<file path="src/rtl/sdb_pkg.sv">
package sdb_pkg;

  typedef enum logic [1:0] {
    PORT_IDLE = 2'd0,
    PORT_WR   = 2'd1,
    PORT_RD   = 2'd2
  } port_st_e;

  // Distance of slot idx from the oldest slot; larger means younger.
  function automatic int unsigned ring_age(input int unsigned idx,
                                           input int unsigned head,
                                           input int unsigned depth);
    return (idx + depth - head) % depth;
  endfunction

endpackage

</file>
<file path="src/rtl/sdb_fifo.sv">
module sdb_fifo #(
  parameter int AW    = 16,
  parameter int DW    = 32,
  parameter int DEPTH = 4,
  localparam int BW   = DW / 8,
  localparam int PW   = (DEPTH > 1) ? $clog2(DEPTH) : 1,
  localparam int CW   = $clog2(DEPTH + 1)
) (
  input  logic                      clk,
  input  logic                      rst_n,
  input  logic                      push,
  input  logic [AW-1:0]             push_addr,
  input  logic [DW-1:0]             push_data,
  input  logic [BW-1:0]             push_be,
  input  logic                      pop,
  output logic                      full,
  output logic                      empty,
  output logic [PW-1:0]             head_idx,
  output logic [DEPTH-1:0]          ent_valid,
  output logic [DEPTH-1:0][AW-1:0]  ent_addr,
  output logic [DEPTH-1:0][DW-1:0]  ent_data,
  output logic [DEPTH-1:0][BW-1:0]  ent_be,
  output logic [AW-1:0]             head_addr,
  output logic [DW-1:0]             head_data,
  output logic [BW-1:0]             head_be
);

  logic [PW-1:0]    head_q, tail_q;
  logic [CW-1:0]    count_q;
  logic [DEPTH-1:0] valid_q;

  function automatic logic [PW-1:0] ptr_inc(input logic [PW-1:0] p);
    return (p == PW'(DEPTH - 1)) ? '0 : p + 1'b1;
  endfunction

  always_ff @(posedge clk) begin
    if (!rst_n) begin
      head_q  <= '0;
      tail_q  <= '0;
      count_q <= '0;
      valid_q <= '0;
    end else begin
      if (push) begin
        valid_q[tail_q] <= 1'b1;
        tail_q          <= ptr_inc(tail_q);
      end
      if (pop) begin
        valid_q[head_q] <= 1'b0;
        head_q          <= ptr_inc(head_q);
      end
      count_q <= count_q + CW'(push) - CW'(pop);
    end
  end

  always_ff @(posedge clk) begin
    if (push) begin
      ent_addr[tail_q] <= push_addr;
      ent_data[tail_q] <= push_data;
      ent_be[tail_q]   <= push_be;
    end
  end

  assign full      = (count_q == CW'(DEPTH));
  assign empty     = (count_q == '0);
  assign head_idx  = head_q;
  assign ent_valid = valid_q;
  assign head_addr = ent_addr[head_q];
  assign head_data = ent_data[head_q];
  assign head_be   = ent_be[head_q];

  // the requester never pushes into a full queue
  a_r3_no_overflow: assert property (@(posedge clk) disable iff (!rst_n)
    push |-> !full);

  // only an occupied slot is ever removed
  a_r5_pop_occupied: assert property (@(posedge clk) disable iff (!rst_n)
    pop |-> valid_q[head_q]);

  // occupancy bits and counter agree
  a_r2_count_tracks: assert property (@(posedge clk) disable iff (!rst_n)
    $countones(valid_q) == int'(count_q));

endmodule

</file>
<file path="src/rtl/sdb_match.sv">
module sdb_match #(
  parameter int AW    = 16,
  parameter int DW    = 32,
  parameter int DEPTH = 4,
  localparam int BW   = DW / 8,
  localparam int PW   = (DEPTH > 1) ? $clog2(DEPTH) : 1
) (
  input  logic [AW-1:0]             rd_addr,
  input  logic [DEPTH-1:0]          ent_valid,
  input  logic [DEPTH-1:0][AW-1:0]  ent_addr,
  input  logic [DEPTH-1:0][DW-1:0]  ent_data,
  input  logic [DEPTH-1:0][BW-1:0]  ent_be,
  input  logic [PW-1:0]             head_idx,
  input  logic [DEPTH-1:0]          snap_mask,
  input  logic [DW-1:0]             mem_rdata,
  output logic [DEPTH-1:0]          hit_vec,
  output logic                      hit_any,
  output logic [DW-1:0]             rd_merged
);

  logic [DEPTH-1:0] addr_eq;

  for (genvar i = 0; i < DEPTH; i++) begin : g_cmp
    assign addr_eq[i] = (ent_addr[i] == rd_addr);
    assign hit_vec[i] = ent_valid[i] & addr_eq[i];
  end

  assign hit_any = |hit_vec;

  // Walk oldest to youngest so the youngest enabled byte is written last.
  function automatic logic [DW-1:0] youngest_merge(
      input logic [DW-1:0]             base,
      input logic [DEPTH-1:0]          sel,
      input logic [DEPTH-1:0][DW-1:0]  data,
      input logic [DEPTH-1:0][BW-1:0]  be,
      input logic [PW-1:0]             head);
    logic [DW-1:0] acc;
    acc = base;
    for (int age = 0; age < DEPTH; age++) begin
      int idx;
      idx = (int'(head) + age) % DEPTH;
      if (sdb_pkg::ring_age(idx, int'(head), DEPTH) == age && sel[idx]) begin
        for (int b = 0; b < BW; b++) begin
          if (be[idx][b]) acc[b*8 +: 8] = data[idx][b*8 +: 8];
        end
      end
    end
    return acc;
  endfunction

  assign rd_merged = youngest_merge(mem_rdata, snap_mask & addr_eq,
                                    ent_data, ent_be, head_idx);

endmodule

</file>
<file path="src/rtl/store_drain_buffer.sv">
module store_drain_buffer #(
  parameter int AW      = 16,
  parameter int DW      = 32,
  parameter int DEPTH   = 4,
  parameter bit FORWARD = 1'b1,
  localparam int BW     = DW / 8,
  localparam int PW     = (DEPTH > 1) ? $clog2(DEPTH) : 1
) (
  input  logic          clk,
  input  logic          rst_n,
  input  logic          st_valid,
  output logic          st_ready,
  input  logic [AW-1:0] st_addr,
  input  logic [DW-1:0] st_data,
  input  logic [BW-1:0] st_be,
  input  logic          rd_valid,
  input  logic [AW-1:0] rd_addr,
  output logic          rd_done,
  output logic [DW-1:0] rd_data,
  output logic          mem_req,
  output logic          mem_we,
  output logic [AW-1:0] mem_addr,
  output logic [DW-1:0] mem_wdata,
  output logic [BW-1:0] mem_be,
  input  logic          mem_ack,
  input  logic [DW-1:0] mem_rdata
);
  import sdb_pkg::*;

  logic                      q_full, q_empty, q_push, q_pop;
  logic [PW-1:0]             head_idx;
  logic [DEPTH-1:0]          ent_valid, hit_vec, snap_q, snap_mask;
  logic [DEPTH-1:0][AW-1:0]  ent_addr;
  logic [DEPTH-1:0][DW-1:0]  ent_data;
  logic [DEPTH-1:0][BW-1:0]  ent_be;
  logic [AW-1:0]             head_addr;
  logic [DW-1:0]             head_data;
  logic [BW-1:0]             head_be;
  logic                      hit_any, rd_blocked, start_rd, start_wr;
  port_st_e                  state_q, state_d;

  assign st_ready = !q_full;
  assign q_push   = st_valid & st_ready;
  assign q_pop    = (state_q == PORT_WR) & mem_ack;

  sdb_fifo #(.AW(AW), .DW(DW), .DEPTH(DEPTH)) u_fifo (
    .clk(clk), .rst_n(rst_n),
    .push(q_push), .push_addr(st_addr), .push_data(st_data), .push_be(st_be),
    .pop(q_pop), .full(q_full), .empty(q_empty), .head_idx(head_idx),
    .ent_valid(ent_valid), .ent_addr(ent_addr), .ent_data(ent_data),
    .ent_be(ent_be), .head_addr(head_addr), .head_data(head_data),
    .head_be(head_be)
  );

  // Policy choice: forwarding merges the snapshot, draining never needs to.
  if (FORWARD) begin : g_fwd
    assign snap_mask  = snap_q;
    assign rd_blocked = 1'b0;
  end else begin : g_drain
    assign snap_mask  = '0;
    assign rd_blocked = hit_any;
  end

  sdb_match #(.AW(AW), .DW(DW), .DEPTH(DEPTH)) u_match (
    .rd_addr(rd_addr), .ent_valid(ent_valid), .ent_addr(ent_addr),
    .ent_data(ent_data), .ent_be(ent_be), .head_idx(head_idx),
    .snap_mask(snap_mask), .mem_rdata(mem_rdata),
    .hit_vec(hit_vec), .hit_any(hit_any), .rd_merged(rd_data)
  );

  // Reads win the idle port; stores take it otherwise.
  assign start_rd = (state_q == PORT_IDLE) & rd_valid & !rd_blocked;
  assign start_wr = (state_q == PORT_IDLE) & !start_rd & !q_empty;

  always_comb begin
    state_d = state_q;
    unique case (state_q)
      PORT_IDLE: if (start_rd) state_d = PORT_RD;
                 else if (start_wr) state_d = PORT_WR;
      PORT_WR,
      PORT_RD:   if (mem_ack) state_d = PORT_IDLE;
      default:   state_d = PORT_IDLE;
    endcase
  end

  always_ff @(posedge clk) begin
    if (!rst_n) begin
      state_q <= PORT_IDLE;
      snap_q  <= '0;
    end else begin
      state_q <= state_d;
      if (start_rd) snap_q <= ent_valid;
    end
  end

  assign mem_req   = (state_q != PORT_IDLE);
  assign mem_we    = (state_q == PORT_WR);
  assign mem_addr  = mem_we ? head_addr : rd_addr;
  assign mem_wdata = head_data;
  assign mem_be    = mem_we ? head_be : '1;
  assign rd_done   = (state_q == PORT_RD) & mem_ack;

  // a request is held steady until memory takes it
  a_r5_hold_request: assert property (@(posedge clk) disable iff (!rst_n)
    (mem_req && !mem_ack) |=> (mem_req && $stable(mem_addr) && $stable(mem_we)));

  // the queue head is frozen while a read owns the port
  a_r7_head_frozen: assert property (@(posedge clk) disable iff (!rst_n)
    (state_q == PORT_RD) |=> $stable(head_idx));

  // in drain mode no read is in flight over a matching older store
  a_r9_no_hazard_read: assert property (@(posedge clk) disable iff (!rst_n)
    (!FORWARD && state_q == PORT_RD) |-> ((snap_q & hit_vec) == '0));

  // read completion lasts a single cycle
  a_r10_done_pulse: assert property (@(posedge clk) disable iff (!rst_n)
    rd_done |=> !rd_done);

endmodule

</file>
<file path="config.mk">
export PLATFORM = sky130hd
export DESIGN_NAME = store_drain_buffer
export DESIGN_NICKNAME = d
export VERILOG_FILES = /design/src/rtl/sdb_pkg.sv /design/src/rtl/sdb_fifo.sv /design/src/rtl/sdb_match.sv /design/src/rtl/store_drain_buffer.sv
export SDC_FILE = /design/constraint.sdc
export NUM_CORES = 1
export LEC_CHECK = 0
export BUFFER_PORTS_ARGS = -buffer_cell sky130_fd_sc_hd__buf_2
export CORE_MARGIN = 1
export CORE_UTILIZATION = 44
export CTS_CLUSTER_DIAMETER = 100
export CTS_CLUSTER_SIZE = 12
export DETAILED_ROUTE_END_ITERATION = 16
export GPL_TIMING_DRIVEN = 0
export PLACE_DENSITY = 0.62
export SYNTH_ARGS = -nofsm -noshare
export SYNTH_HDL_FRONTEND = slang
export SYNTH_HIERARCHICAL = 1
export SYNTH_SLANG_ARGS = --single-unit
</file>
<file path="constraint.sdc">
create_clock -name clk -period 3.6 [get_ports clk]
set_clock_uncertainty 0.05 [all_clocks]
set_input_delay 0.72 -clock clk [delete_from_list [all_inputs] [get_ports clk]]
set_output_delay 0.72 -clock clk [all_outputs]
set_load 0.02 [all_outputs]
</file>
# After elaboration in Yosys (flattened, before gate mapping)
# Cells that the tools add are included.
# word_totals
reg_bits	225
inputBits	105
out_inout_bits	88
# op_classes
add_sub_neg	15
magnitude_cmp	8
n_eq_ne	14
mux	81
bitwise	13
n_reduce_logical	18
# ops
operator	count
2-to-1 mux 32 bit	13
binary-select mux 32 bit (select 2 bit)	4
bitwise mux 128 bit	1
2-to-1 mux 8 bit	16
bitwise mux 64 bit	1
demux 32 bit (select 2 bit)	1
equality test 16 bit	4
2-to-1 mux 4 bit	13
2-to-1 mux 16 bit	3
binary-select mux 16 bit (select 2 bit)	1
binary-select mux 4 bit (select 2 bit)	4
demux 16 bit (select 2 bit)	1
logical NOT 32 bit	1
bitwise mux 16 bit	1
adder 2 x 1 -> 2 bit, second input constant	7
less-than comparator 3 x 4 -> 1 bit, second input constant	3
equality test 2 bit, second input constant	5
2-to-1 mux 2 bit	5
less-than comparator 2 x 3 -> 1 bit, second input constant	3
2-to-1 mux 1 bit	9
AND 4 bit	2
binary-select mux 1 bit (select 2 bit)	4
demux 4 bit (select 2 bit)	1
OR reduction 2 bit	4
21 further kinds	42

# Depth between registers and ports, before layout
# Gate-level depths: netlist (run 1).
# depth
word_depth	12
mapped_depth	12

# Hierarchy
# The synthesis (run 1) kept the hierarchy.
# modules_own_cells
module	instances	cells_per_inst	area_each_um2
sdb_fifo	1	332	8111.5
sdb_match	1	737	5646.7
store_drain_buffer	1	59	593.1

# Worst setup path after synthesis (run 1)
# OpenSTA, ideal clock, no wires.
# synth_timing
path_type	input -> output
from	input port rd_addr[13]
to	output port rd_data[0]
arrival_ns	2.806
t_required_ns	2.830
setup_slack_ns	0.024
cell_stages	10
path_buffers	2
path_cell_list	buf_2 -> xnor2_1 -> nand4_1 -> nor4_4 -> buf_2 -> a32oi_1 -> o221ai_1 -> nor3_1 -> o21ai_0 -> o211ai_1
# synth_between
elab_chain_len	12
word_cells_on_any_way	27
cone_classes	4 x eq/ne; 18 x mux; 1 x bitwise; 4 x reduce/logical
# synth_lines
item	line_no	rtl
start, declared	store_drain_buffer.sv:17	input logic [AW-1:0] rd_addr,
equality test 16 bit	sdb_match.sv:24	assign addr_eq[i] = (ent_addr[i] == rd_addr);
AND 4 bit *	sdb_match.sv:51	assign rd_merged = youngest_merge(mem_rdata, snap_mask & addr_eq,
binary-select mux 1 bit (select 2 bit)	sdb_match.sv:42	if (sdb_pkg::ring_age(idx, int'(head), DEPTH) == age && sel[idx]) begin
2-to-1 mux 1 bit (implied by the code)	sdb_match.sv:42	
logical AND 1 bit	sdb_match.sv:42	
2-to-1 mux 32 bit	sdb_match.sv:42	
2-to-1 mux 8 bit	sdb_match.sv:44	if (be[idx][b]) acc[b*8 +: 8] = data[idx][b*8 +: 8];
2-to-1 mux 32 bit	sdb_match.sv:42	
2-to-1 mux 8 bit	sdb_match.sv:44	
2-to-1 mux 32 bit	sdb_match.sv:42	
2-to-1 mux 8 bit	sdb_match.sv:44	
2-to-1 mux 32 bit *	sdb_match.sv:42	
end, declared	store_drain_buffer.sv:19	output logic [DW-1:0] rd_data,
# Every way passes the cells marked *; elsewhere a longest branch is shown, timed or not. The select of a mux whose other input is x is not followed.

# Worst setup path after layout (run 1)
# layout_timing
from	input port rd_addr[13]
to	output port rd_data[23]
# Same word-level chain as after synthesis.

==> results of run 1 <==
## registers in the layout, indices dropped and copies added, names as in the netlist
| register | cells |
|---|---|
| u_fifo/head_idx | 2 |
| u_fifo/ent_data | 128 |
| snap_mask | 4 |
| state_q | 2 |
| u_fifo/count_q | 3 |
| u_fifo/tail_q | 2 |
| u_fifo/ent_be | 16 |
| u_fifo/ent_valid | 4 |
| u_fifo/ent_addr | 64 |
## metal layers
layer | part of all wire | global-route usage
met5 | 0.00028 | 0
met4 | 0.030 | 0.0844
met3 | 0.092 | 0.0419
met2 | 0.46 | 0.424
met1 | 0.42 | 0.387
## power by group
group	internal [mW]	total, mW	switching [mW]	leakage (nW)
registers	3.12	3.28	0.165	2.05
logic	0.989	2.20	1.21	3.92
clock network	1.12	2.08	0.961	0.293
total	5.23	7.56	2.33	6.26
## final cells by class
cell class	instances	area [um^2]	area share
diodes	2	5.00	0.000280
plain buffers	73	593	0.0332
clock buffers	31	584	0.0327
clock inverters	2	21.3	0.00119
inverters	45	169	0.00945
multi-input cells	768	7840	0.439
flip-flops and latches	225	6590	0.369
well taps	435	544	0.0305
repair buffers	236	1530	0.0855
## placed cells by master (no fill, tap or decap), types with 6 or more instances in the layout
cell / count
ha_1: 13
edfxtp_1: 208
mux2_2: 64
nand4_1: 35
buf_4: 52
and3_1: 15
o211ai_1: 53
nand3_1: 13
nand2_1: 51
a211oi_2: 6
o221ai_2: 9
buf_6: 42
a32oi_1: 19
mux2_4: 16
nor2b_1: 7
nor3_1: 8
inv_1: 43
o21ai_1: 6
clkbuf_16: 22
nor2_1: 67
xnor2_2: 23
clkbuf_2: 11
a32oi_4: 6
buf_2: 177
mux4_2: 84
mux2i_1: 57
dfxtp_1: 15
clkbuf_1: 18
and2_1: 11
xnor2_1: 41
a211oi_1: 10
a21oi_1: 37
nand2b_1: 6
## per-stage QoR
step	std cells	utilization
floorplan	1123	-
global placement	1750	0.498
detailed placement	1754	0.501
CTS	1806	0.552
global route	1817	0.562
finish	1817	0.562
## path summary, 6_finish.rpt
kind / start / end / depth (start not counted)
max reg2reg: u_fifo/count_q[1] / u_fifo/ent_data[124] / 6
max: rd_addr[13] / rd_data[23] / 13
min: st_data[26] / u_fifo/ent_data[90] / 1
min reg2reg: state_q[1] / state_q[1] / 2
## repair_timing
item / CTS / global route
setup endpoints to repair: 32 / 32
buffers inserted: 29 / 11
gates resized for setup: 206 / 46
gates cloned: 0 / 0
pin swaps: 49 / 37
## worst register-to-register path, cell delays in order (launching register included)
cell and delay, ns:
dfxtp_1 0.37, inv_1 0.09, and3_1 0.19, nor2b_1 0.23, clkbuf_1 0.36, and2_4 0.53, buf_12 0.30
==> metrics.txt, run 1 <==
Slew Limit Fails 0; Core ar. 0.0318 mm^2; Initial Utilization 0.450; Placement Rows 65; Worst IR Drop VDD around 350 uV; number of I/O pins between 150 and 200; Net Count, Synth 1242; H-tree levels 1; CP startpoint kind input port; total power ~7.6 mW; clk sinks between 200 and 250; Post-Route WL between 40000 and 50000 um; CP Class in -> out; Net count, final 1490; Pwr per Cell Area between 400 and 500 mW/mm^2; YS warnings 6; first-pass GRT wire length approximately 68000 um; Critical-path top delay cell nor3_4; Max-slew headroom 0.552; Crit path max-delay family simple AND/OR/NAND/NOR gates; DR WL/cell roughly 25 um; Final Cycle Share 1.11; Slew @ Worst Pin between 0.6 and 0.7 ns; worst path arrival time around 3.2 ns; layout cells sized above 1 0.433; clk buf depth 3; Min Clock Period, post-route 4.00 ns; CTS tree built; setup ws final -0.397 ns; crit-path cells buf_2 -> buf_2 -> xnor2_1 -> nand4_1 -> nor4_4 -> buf_6 -> buf_4 -> a32oi_2 -> nor2_2 -> nor3_4 -> nand2_1 -> o21ai_1 -> buf_2; largest net degree at the start of global routing 51; total CTS buffers 22; RSZ-0062 raised after global routing true; root buf cell clkbuf_16; leakage between 6 and 7 nW; CP required between 2 and 3 ns; synthesized instance count between 1000 and 1500; failing checks setup timing; synthesized cell area about 0.014 mm^2; PortBufs ~190; HPWL after detailed placement 31200 um; Placed Area roughly 0.016 mm^2; Max-cap violations 0; r2r setup slk ~1.1 ns; grt ovf 0; clk_lat worst skew around 0.52 ns; Clk pin slew, worst setup/hold paths 0.07 ns; crit-path max FO 8; most used cell, CP buf_2; Post-CTS Hold Buffers 0; hold slack final 0.358 ns; vias in the first global route 11100; Iter 0 DRT Violations between 1000 and 1500; max incr delay on CP 0.45 ns; Die X 182 um; Die ar. about 0.033 mm^2; Final setup viols 32; worst slack, placed -1.13 ns; GRT Overall Usage 0.270; FILL cells 2677; post-route design area around 0.018 mm^2; via count roughly 12000; DRC Markers 0; Detail Route Antenna Nets 0; Via density roughly 6.3; Final Hold Fails 0; Critical Path End Type primary output; Peak Freq about 250 MHz; Syn Area/Cell approximately 13 um^2; Hold/Removal Path Class in -> reg; outcome finished, violations left; RePlAce Congestion 0.940; setup TNS -9.52 ns; crit path buf inv count 5; initial antenna violation count 3; Die Ht around 180 um; drt first pass iters 6; Area Overhead vs Synth 24.8%
Note: power is estimated with default switching activity, not from simulation.
==> run 2: changes to the inputs <==
--- a/config.mk
+++ b/config.mk
@@ -6,6 +6,7 @@
 export NUM_CORES = 1
 export LEC_CHECK = 0
 export BUFFER_PORTS_ARGS = -buffer_cell sky130_fd_sc_hd__buf_2
+export CORE_ASPECT_RATIO = 0.6
 export CORE_MARGIN = 1
 export CORE_UTILIZATION = 44
 export CTS_CLUSTER_DIAMETER = 100
@@ -13,6 +14,7 @@
 export DETAILED_ROUTE_END_ITERATION = 16
 export GPL_TIMING_DRIVEN = 0
 export PLACE_DENSITY = 0.62
+export SETUP_SLACK_MARGIN = 0.2
 export SYNTH_ARGS = -nofsm -noshare
 export SYNTH_HDL_FRONTEND = slang
 export SYNTH_HIERARCHICAL = 1
==> run 2 against run 1 <==
The flow still finishes with violations (setup timing). Fmax is 2.1% lower. Via count rose by 1.6%. Non-clock buffer count up 8. Utilization up 0.64 points. Routed wire length up 6.2%. Largest power group unchanged. Power is 1.3% higher. Setup slack worse by 0.084 ns.
==> metrics.txt, run 2 (synthesis results as in run 1) <==
r2r setup slk 1.09 ns (was 1.12 ns); HPWL after detailed placement 34400 um (was 31200 um); first-pass GRT wire length 72000 um (was 67900 um); Final Hold Fails 0 (unchanged); GRT Overall Usage 0.290 (was 0.270); Final setup viols 32 (unchanged); Post-CTS Hold Buffers 0 (unchanged); setup ws final -0.481 ns (was -0.397 ns); reg-to-reg startpoint state_q[1] (was u_fifo/count_q[1]); total CTS buffers 22 (unchanged); Critical-path top delay cell edfxtp_1 (was nor3_4); RR Endpoint u_fifo/count_q[1] (was u_fifo/ent_data[124]); worst r2r path cells 9 (was 6); DR WL/cell 26.9 um (was 25.2 um); number of I/O pins 193 (unchanged); drt first pass iters 8 (was 6); Placement Rows 50 (was 65); outcome finished, violations left (unchanged); Max-cap violations 0 (unchanged); Largest regs u_fifo/ent_data (128), u_fifo/ent_addr (64), u_fifo/ent_be (16) (unchanged); Placed Area 0.0162 mm^2 (was 0.0159 mm^2); setup TNS -13.08 ns (was -9.52 ns); H-tree levels 1 (unchanged); Critical Path End Type primary output (unchanged); Die Ht 142 um (was 182 um); crit-path max FO 10 (was 8); Clk pin slew, worst setup/hold paths 0.06 ns (was 0.07 ns); Via density 6.50 (was 6.35); crit-path cells xnor2_2 -> nand4_1 -> nor4_4 -> buf_6 -> a32o_2 -> o21ai_2 -> clkbuf_8 -> o211ai_1 -> o211ai_1 -> o211ai_1 -> buf_2 (was buf_2 -> buf_2 -> xnor2_1 -> nand4_1 -> nor4_4 -> buf_6 -> buf_4 -> a32oi_2 -> nor2_2 -> nor3_4 -> nand2_1 -> o21ai_1 -> buf_2); Peak Freq 245 MHz (was 250 MHz); Slew @ Worst Pin 0.684 ns (was 0.672 ns); largest reg by FF count u_fifo/ent_data (unchanged); Final Cycle Share 1.13 (was 1.11); layout cells sized above 1 0.445 (was 0.433); largest net degree at the start of global routing 31 (was 51); worst path arrival time 3.31 ns (was 3.23 ns); WHS Path Cells 1 (unchanged); Core ar. 0.0316 mm^2 (was 0.0318 mm^2); failing checks setup timing (unchanged); RePlAce Congestion 0.956 (was 0.940); Die ar. 0.0333 mm^2 (about the same); Net count, final 1498 (was 1490); Post-Route WL 48500 um (was 45700 um); grt ovf 0 (unchanged); Min Clock Period, post-route 4.08 ns (was 4.00 ns); clk_lat worst skew 0.53 ns (was 0.52 ns); Die X 235 um (was 182 um); post-route design area 0.0180 mm^2 (was 0.0179 mm^2); number of flip-flops in the largest register 128 (unchanged); Area Overhead vs Synth 25.4% (was 24.8%); Worst IR Drop VDD 407 uV (was 346 uV); worst slack, placed -0.966 ns (was -1.13 ns); Worst Hold Path EP u_fifo/ent_data[24] (was u_fifo/ent_data[90]); initial antenna violation count 3 (unchanged); most frequent cells in the layout edfxtp_1, buf_2, mux4_2, nor2_1, mux2_2 (unchanged); via count 11700 (was 11500); Iter 0 DRT Violations 1503 (was 1458); Initial Utilization 0.453 (was 0.450); hold_sp st_data[24] (was st_data[26]); CP startpoint kind flip-flop (was input port); leakage 6.36 nW (was 6.26 nW); clk sinks 225 (unchanged); Pwr per Cell Area 427 mW/mm^2 (was 423 mW/mm^2); most used cell, CP o211ai_1 (was buf_2); Hold/Removal Path Class in -> reg (unchanged); root buf cell clkbuf_16 (unchanged); Max-slew headroom 0.544 (was 0.552); max incr delay on CP 0.43 ns (was 0.45 ns); leading cell type in the layout, fill and taps excluded edfxtp_1 (unchanged); clk buf depth 3 (unchanged); DRC Markers 0 (unchanged); CP required 2.83 ns (about the same); PortBufs 192 (unchanged); RSZ-0062 raised after global routing true (unchanged); CP Class reg -> out (was in -> out); Slew Limit Fails 0 (unchanged); CTS tree built (unchanged); Detail Route Antenna Nets 0 (unchanged); vias in the first global route 11300 (was 11100)
[run 2: cell count changes in the layout (fill, tap and decap cells not counted), sizes merged]
cell,change
clkinv,-1
diode,-1
clkbuf,+13
buf,-5
[run 2: worst max-delay path by stage]
stage                             end  cells past startpoint  slack (ns)                start
after floorplan           rd_data[26]                      9        0.05          rd_addr[10]
after global placement    rd_data[10]                     12       -0.99          rd_addr[10]
after CTS                 rd_data[28]                     10       -0.43   u_fifo/ent_addr[4]
after detailed placement  rd_data[10]                     12       -0.97          rd_addr[10]
final                      rd_data[6]                     11       -0.48   u_fifo/ent_addr[0]
after global routing      rd_data[28]                     11       -0.55  u_fifo/ent_addr[55]
[run 2: repair_timing]
action / in CTS / in global routing
hold endpoints to repair: 0 / 0
endpoints found under the setup margin: 32 / 40
buffers inserted: 32 / 4
gates resized for setup: 163 / 30
pin swaps: 26 / 25
[run 2: layout make-up]
class	count	area, um^2
Clock buffer	31	606
Buffer	85	661
Clock inverter	1	5.00
Antenna cell	1	2.50
Timing Repair Buffer	232	1490
Fill cell	2560	13600
Multi-Input combinational cell	768	7920
Tap cell	416	520
Inverter	45	169
Sequential cell	225	6590
[run 2: routing by layer]
metal  up-vias  track usage  part of all wire  routed length (um)
li1       4994            -                 -                   -
met1      5851        0.449              0.45               21900
met2       778        0.404              0.41               19900
met3        94       0.0753              0.12                5860
met4         4       0.0592             0.017                 822
met5         -            0           0.00052                  25
[run 2: worst max-delay path: cells and delay by family, from the launching register on]
kind | cells | cell delay, ns
AO/OA/AOI/OAI | 5 | 0.86
XOR/XNOR | 1 | 0.21
buffers and inverters | 3 | 0.61
flip-flops | 1 | 0.43
AND/OR/NAND/NOR | 2 | 0.67
[run 2: report_power, final]
group          internal, mW  switching, mW  total (mW)
Combinational         0.981           1.25        2.23
Sequential             3.12          0.170        3.29
Clock                  1.16          0.985        2.14
Total                  5.26           2.41        7.66
[run 2: per-stage QoR]
step	total power, mW	util	std cells	hold WS (ns)
2_1_floorplan	4.75	-	1123	0.392
3_3_place_gp	5.43	0.510	1731	0.415
3_5_place_dp	5.46	0.513	1735	0.422
4_1_cts	7.67	0.562	1799	0.333
5_1_grt	7.95	0.568	1804	0.343
6_report	7.66	0.568	1804	0.351
==> run 3: changes to the inputs <==
--- a/config.mk
+++ b/config.mk
@@ -15,7 +15,7 @@
 export GPL_TIMING_DRIVEN = 0
 export PLACE_DENSITY = 0.62
 export SETUP_SLACK_MARGIN = 0.2
+export SKIP_CTS_REPAIR_TIMING = 1
 export SYNTH_ARGS = -nofsm -noshare
 export SYNTH_HDL_FRONTEND = slang
-export SYNTH_HIERARCHICAL = 1
 export SYNTH_SLANG_ARGS = --single-unit
==> run 3 against run 2 <==
Clock power grew 2%. The run still ends with setup timing left. Combinational power grew 36%. Highest routed layer is now met4. Die area is essentially flat. First-iteration DRC count grew 7.1%. Non-clock buffer count grew 65.
==> metrics.txt, run 3 <==
outcome finished, violations left (unchanged); failing checks setup timing (unchanged); Placement Rows 50 (unchanged); Net Count, Synth 1312 (was 1242); max incr delay on CP 0.40 ns (was 0.43 ns); Final setup viols 33 (was 32); initial antenna violation count 2 (was 3); worst path arrival time 3.54 ns (was 3.31 ns); Max-cap violations 0 (unchanged); number of I/O pins 193 (unchanged); Critical Path End Type primary output (unchanged); clk sinks 225 (unchanged); vias in the first global route 10900 (was 11300); CP required 2.83 ns (about the same); setup ws final -0.710 ns (was -0.481 ns); CP startpoint kind flip-flop (unchanged); Post-Layout Cell Count 1928 (was 1804); WHS Path Cells 1 (unchanged); Die ar. 0.0333 mm^2 (about the same); synth top area cells edfxtp_1, mux4_2, mux2_2; YS warnings 0 (was 6); number of flip-flops in the largest register 128 (unchanged); Final Cycle Share 1.20 (was 1.13); CTS tree built (unchanged); Yosys reg bits 225; Core ar. 0.0316 mm^2 (unchanged); Detail Route Antenna Nets 0 (unchanged); largest reg by FF count u_fifo.ent_data (was u_fifo/ent_data); CP Class reg -> out (unchanged); clk_lat worst skew 0.53 ns (about the same); setup TNS -18.35 ns (was -13.08 ns); Final Hold Fails 0 (unchanged); Crit path max-delay family buffers and inverters (was compound AO/OA/AOI/OAI gates); crit path buf inv count 9 (was 3); worst r2r path cells 12 (was 9); Placed Area 0.0162 mm^2 (about the same); final core utilization 0.593 (was 0.568); met2 GRT Util 0.403 (was 0.404); Initial Utilization 0.453 (about the same); Via density 6.20 (was 6.50); Die X 235 um (about the same); Synth Flop Type edfxtp_1; reg-to-reg startpoint state_q[1] (unchanged); RePlAce Congestion 0.915 (was 0.956); EDFF count, synth 208; RSZ-0062 raised after global routing true (unchanged); H-tree levels 1 (unchanged); RR Endpoint u_fifo.count_q[2] (was u_fifo/count_q[1]); placed cells 1790 (was 1735); Slew @ Worst Pin 0.997 ns (was 0.684 ns); Clk pin slew, worst setup/hold paths 0.07 ns (was 0.06 ns); crit-path max FO 8 (was 10); Worst Hold Path EP u_fifo.ent_be[15] (was u_fifo/ent_data[24]); layout cells sized above 1 0.425 (was 0.445); HPWL after detailed placement 34500 um (was 34400 um); Max-slew headroom 0.335 (was 0.544); r2r setup slk 1.02 ns (was 1.09 ns); routing usage on met3 0.0523 (was 0.0753); FILL cells 2523 (was 2560); sequential share of the synthesized area 0.460; fraction of registers with async set/reset 0; most frequent cell after synthesis edfxtp_1; via count 12000 (was 11700); met1 Use GR 0.433 (was 0.449); Syn Area/Cell 12.0 um^2 (was 12.8 um^2); worst slack, placed -0.718 ns (was -0.966 ns); most frequent cells in the layout edfxtp_1, buf_2, nand2_1, buf_4, nor2_1 (was edfxtp_1, buf_2, mux4_2, nor2_1, mux2_2); busiest grt layer met1 (unchanged); clk buf depth 3 (unchanged); Net count, final 1621 (was 1498); Min Clock Period, post-route 4.31 ns (was 4.08 ns); total power 8.46 mW (was 7.66 mW); hold_sp st_be[3] (was st_data[24]); Area Overhead vs Synth 30.9% (was 25.4%); Largest regs u_fifo.ent_data (128), u_fifo.ent_addr (64), u_fifo.ent_be (16) (was u_fifo/ent_data (128), u_fifo/ent_addr (64), u_fifo/ent_be (16)); largest net degree at the start of global routing 43 (was 31); drt first pass iters 7 (was 8); DR WL/cell 25.9 um (was 26.9 um); Die Ht 142 um (about the same); GRT Overall Usage 0.281 (was 0.290); root buf cell clkbuf_16 (unchanged); leading cell type in the layout, fill and taps excluded edfxtp_1 (unchanged); grt ovf 0 (unchanged); crit-path cells buf_12 -> inv_8 -> buf_12 -> buf_8 -> clkbuf_16 -> ha_4 -> buf_8 -> nor4_4 -> a22oi_2 -> buf_6 -> o221ai_4 -> nand2b_4 -> buf_8 -> o211ai_1 -> buf_4 (was xnor2_2 -> nand4_1 -> nor4_4 -> buf_6 -> a32o_2 -> o21ai_2 -> clkbuf_8 -> o211ai_1 -> o211ai_1 -> o211ai_1 -> buf_2); synthesized cell area 0.0143 mm^2 (about the same); post-route design area 0.0187 mm^2 (was 0.0180 mm^2); leakage 6.84 nW (was 6.36 nW); top post-synthesis cells by count edfxtp_1, nand2_1, nor2_1, a21oi_1, mux4_2; FF+latch area 0.00659 mm^2 (about the same); Hold/Removal Path Class in -> reg (unchanged); Peak Freq 232 MHz (was 245 MHz); Post-Route WL 49900 um (was 48500 um); Synth area leader edfxtp_1; first-pass GRT wire length 69400 um (was 72000 um); Multi-input gate area 0.00760 mm^2 (was 0.00792 mm^2); hold slack final 0.341 ns (was 0.351 ns); Yosys cell types 56; Pwr per Cell Area 452 mW/mm^2 (was 427 mW/mm^2); DRC Markers 0 (unchanged); PortBufs 177 (was 192); most used cell, CP buf_8 (was o211ai_1); Slew Limit Fails 0 (unchanged); Critical-path top delay cell o211ai_1 (was edfxtp_1); synthesized instance count 1193 (was 1123); total CTS buffers 22 (unchanged); Worst IR Drop VDD 321 uV (was 407 uV); Iter 0 DRT Violations 1610 (was 1503); post-synth top area share 0.436
==> run 3: metal layers <==
layer / vias to the layer above / part of all wire
met1: 5946 / 0.44
met5: - / 0
met3: 73 / 0.11
li1: 5184 / -
met4: 0 / 0.022
met2: 753 / 0.43
==> run 3: layout make-up <==
type                    count  share of cell area
inverters                  41             0.00895
diodes                      2            0.000267
well taps                 416              0.0278
clock inverters             1            0.000267
repair buffers            285               0.117
multi-input cells         830               0.406
flip-flops and latches    225               0.352
plain buffers              97              0.0562
clock buffers              31              0.0323
==> run 3: worst max-delay path by stage <==
stage | start | end | slack (ns) | depth (start not counted)
CTS | u_fifo.head_idx[1] | rd_data[19] | -1.22 | 15
finish | u_fifo.head_idx[1] | rd_data[19] | -0.71 | 15
detailed placement | rd_addr[3] | rd_data[19] | -0.72 | 11
global route | u_fifo.head_idx[1] | rd_data[19] | -0.76 | 15
global placement | rd_addr[3] | rd_data[18] | -0.72 | 11
floorplan | rd_addr[0] | rd_data[16] | 0.12 | 10
==> run 3: worst reg2reg max path, stage by stage (launching register included) <==
cell     delay, ns
dfxtp_1       0.31
inv_1         0.09
ha_1          0.30
nand2_1       0.18
inv_1         0.22
ha_1          0.27
inv_1         0.05
ha_1          0.13
inv_1         0.05
fa_1          0.40
xnor2_1       0.15
xnor2_1       0.13
and2_1        0.15
==> run 3: power by group <==
| part | total, mW | switching [mW] | internal, mW | leakage [nW] |
|---|---|---|---|---|
| Combinational | 3.03 | 1.69 | 1.34 | 4.50 |
| Clock | 2.18 | 1.02 | 1.16 | 0.297 |
| Sequential | 3.26 | 0.142 | 3.12 | 2.05 |
==> run 3: kinds of logic (layout without fill, tap and decap cells) <==
family | Yosys count | in the layout | synth area share
simple gates | 325 | 325 | 0.102
compound gates | 250 | 250 | 0.144
flops | 225 | 225 | 0.460
mux | 176 | 176 | 0.191
buf+inv | 138 | 455 | 0.0483
xor+xnor | 65 | 65 | 0.0419
fa+ha+maj | 14 | 14 | 0.0128
other cells | 0 | 2 | 0
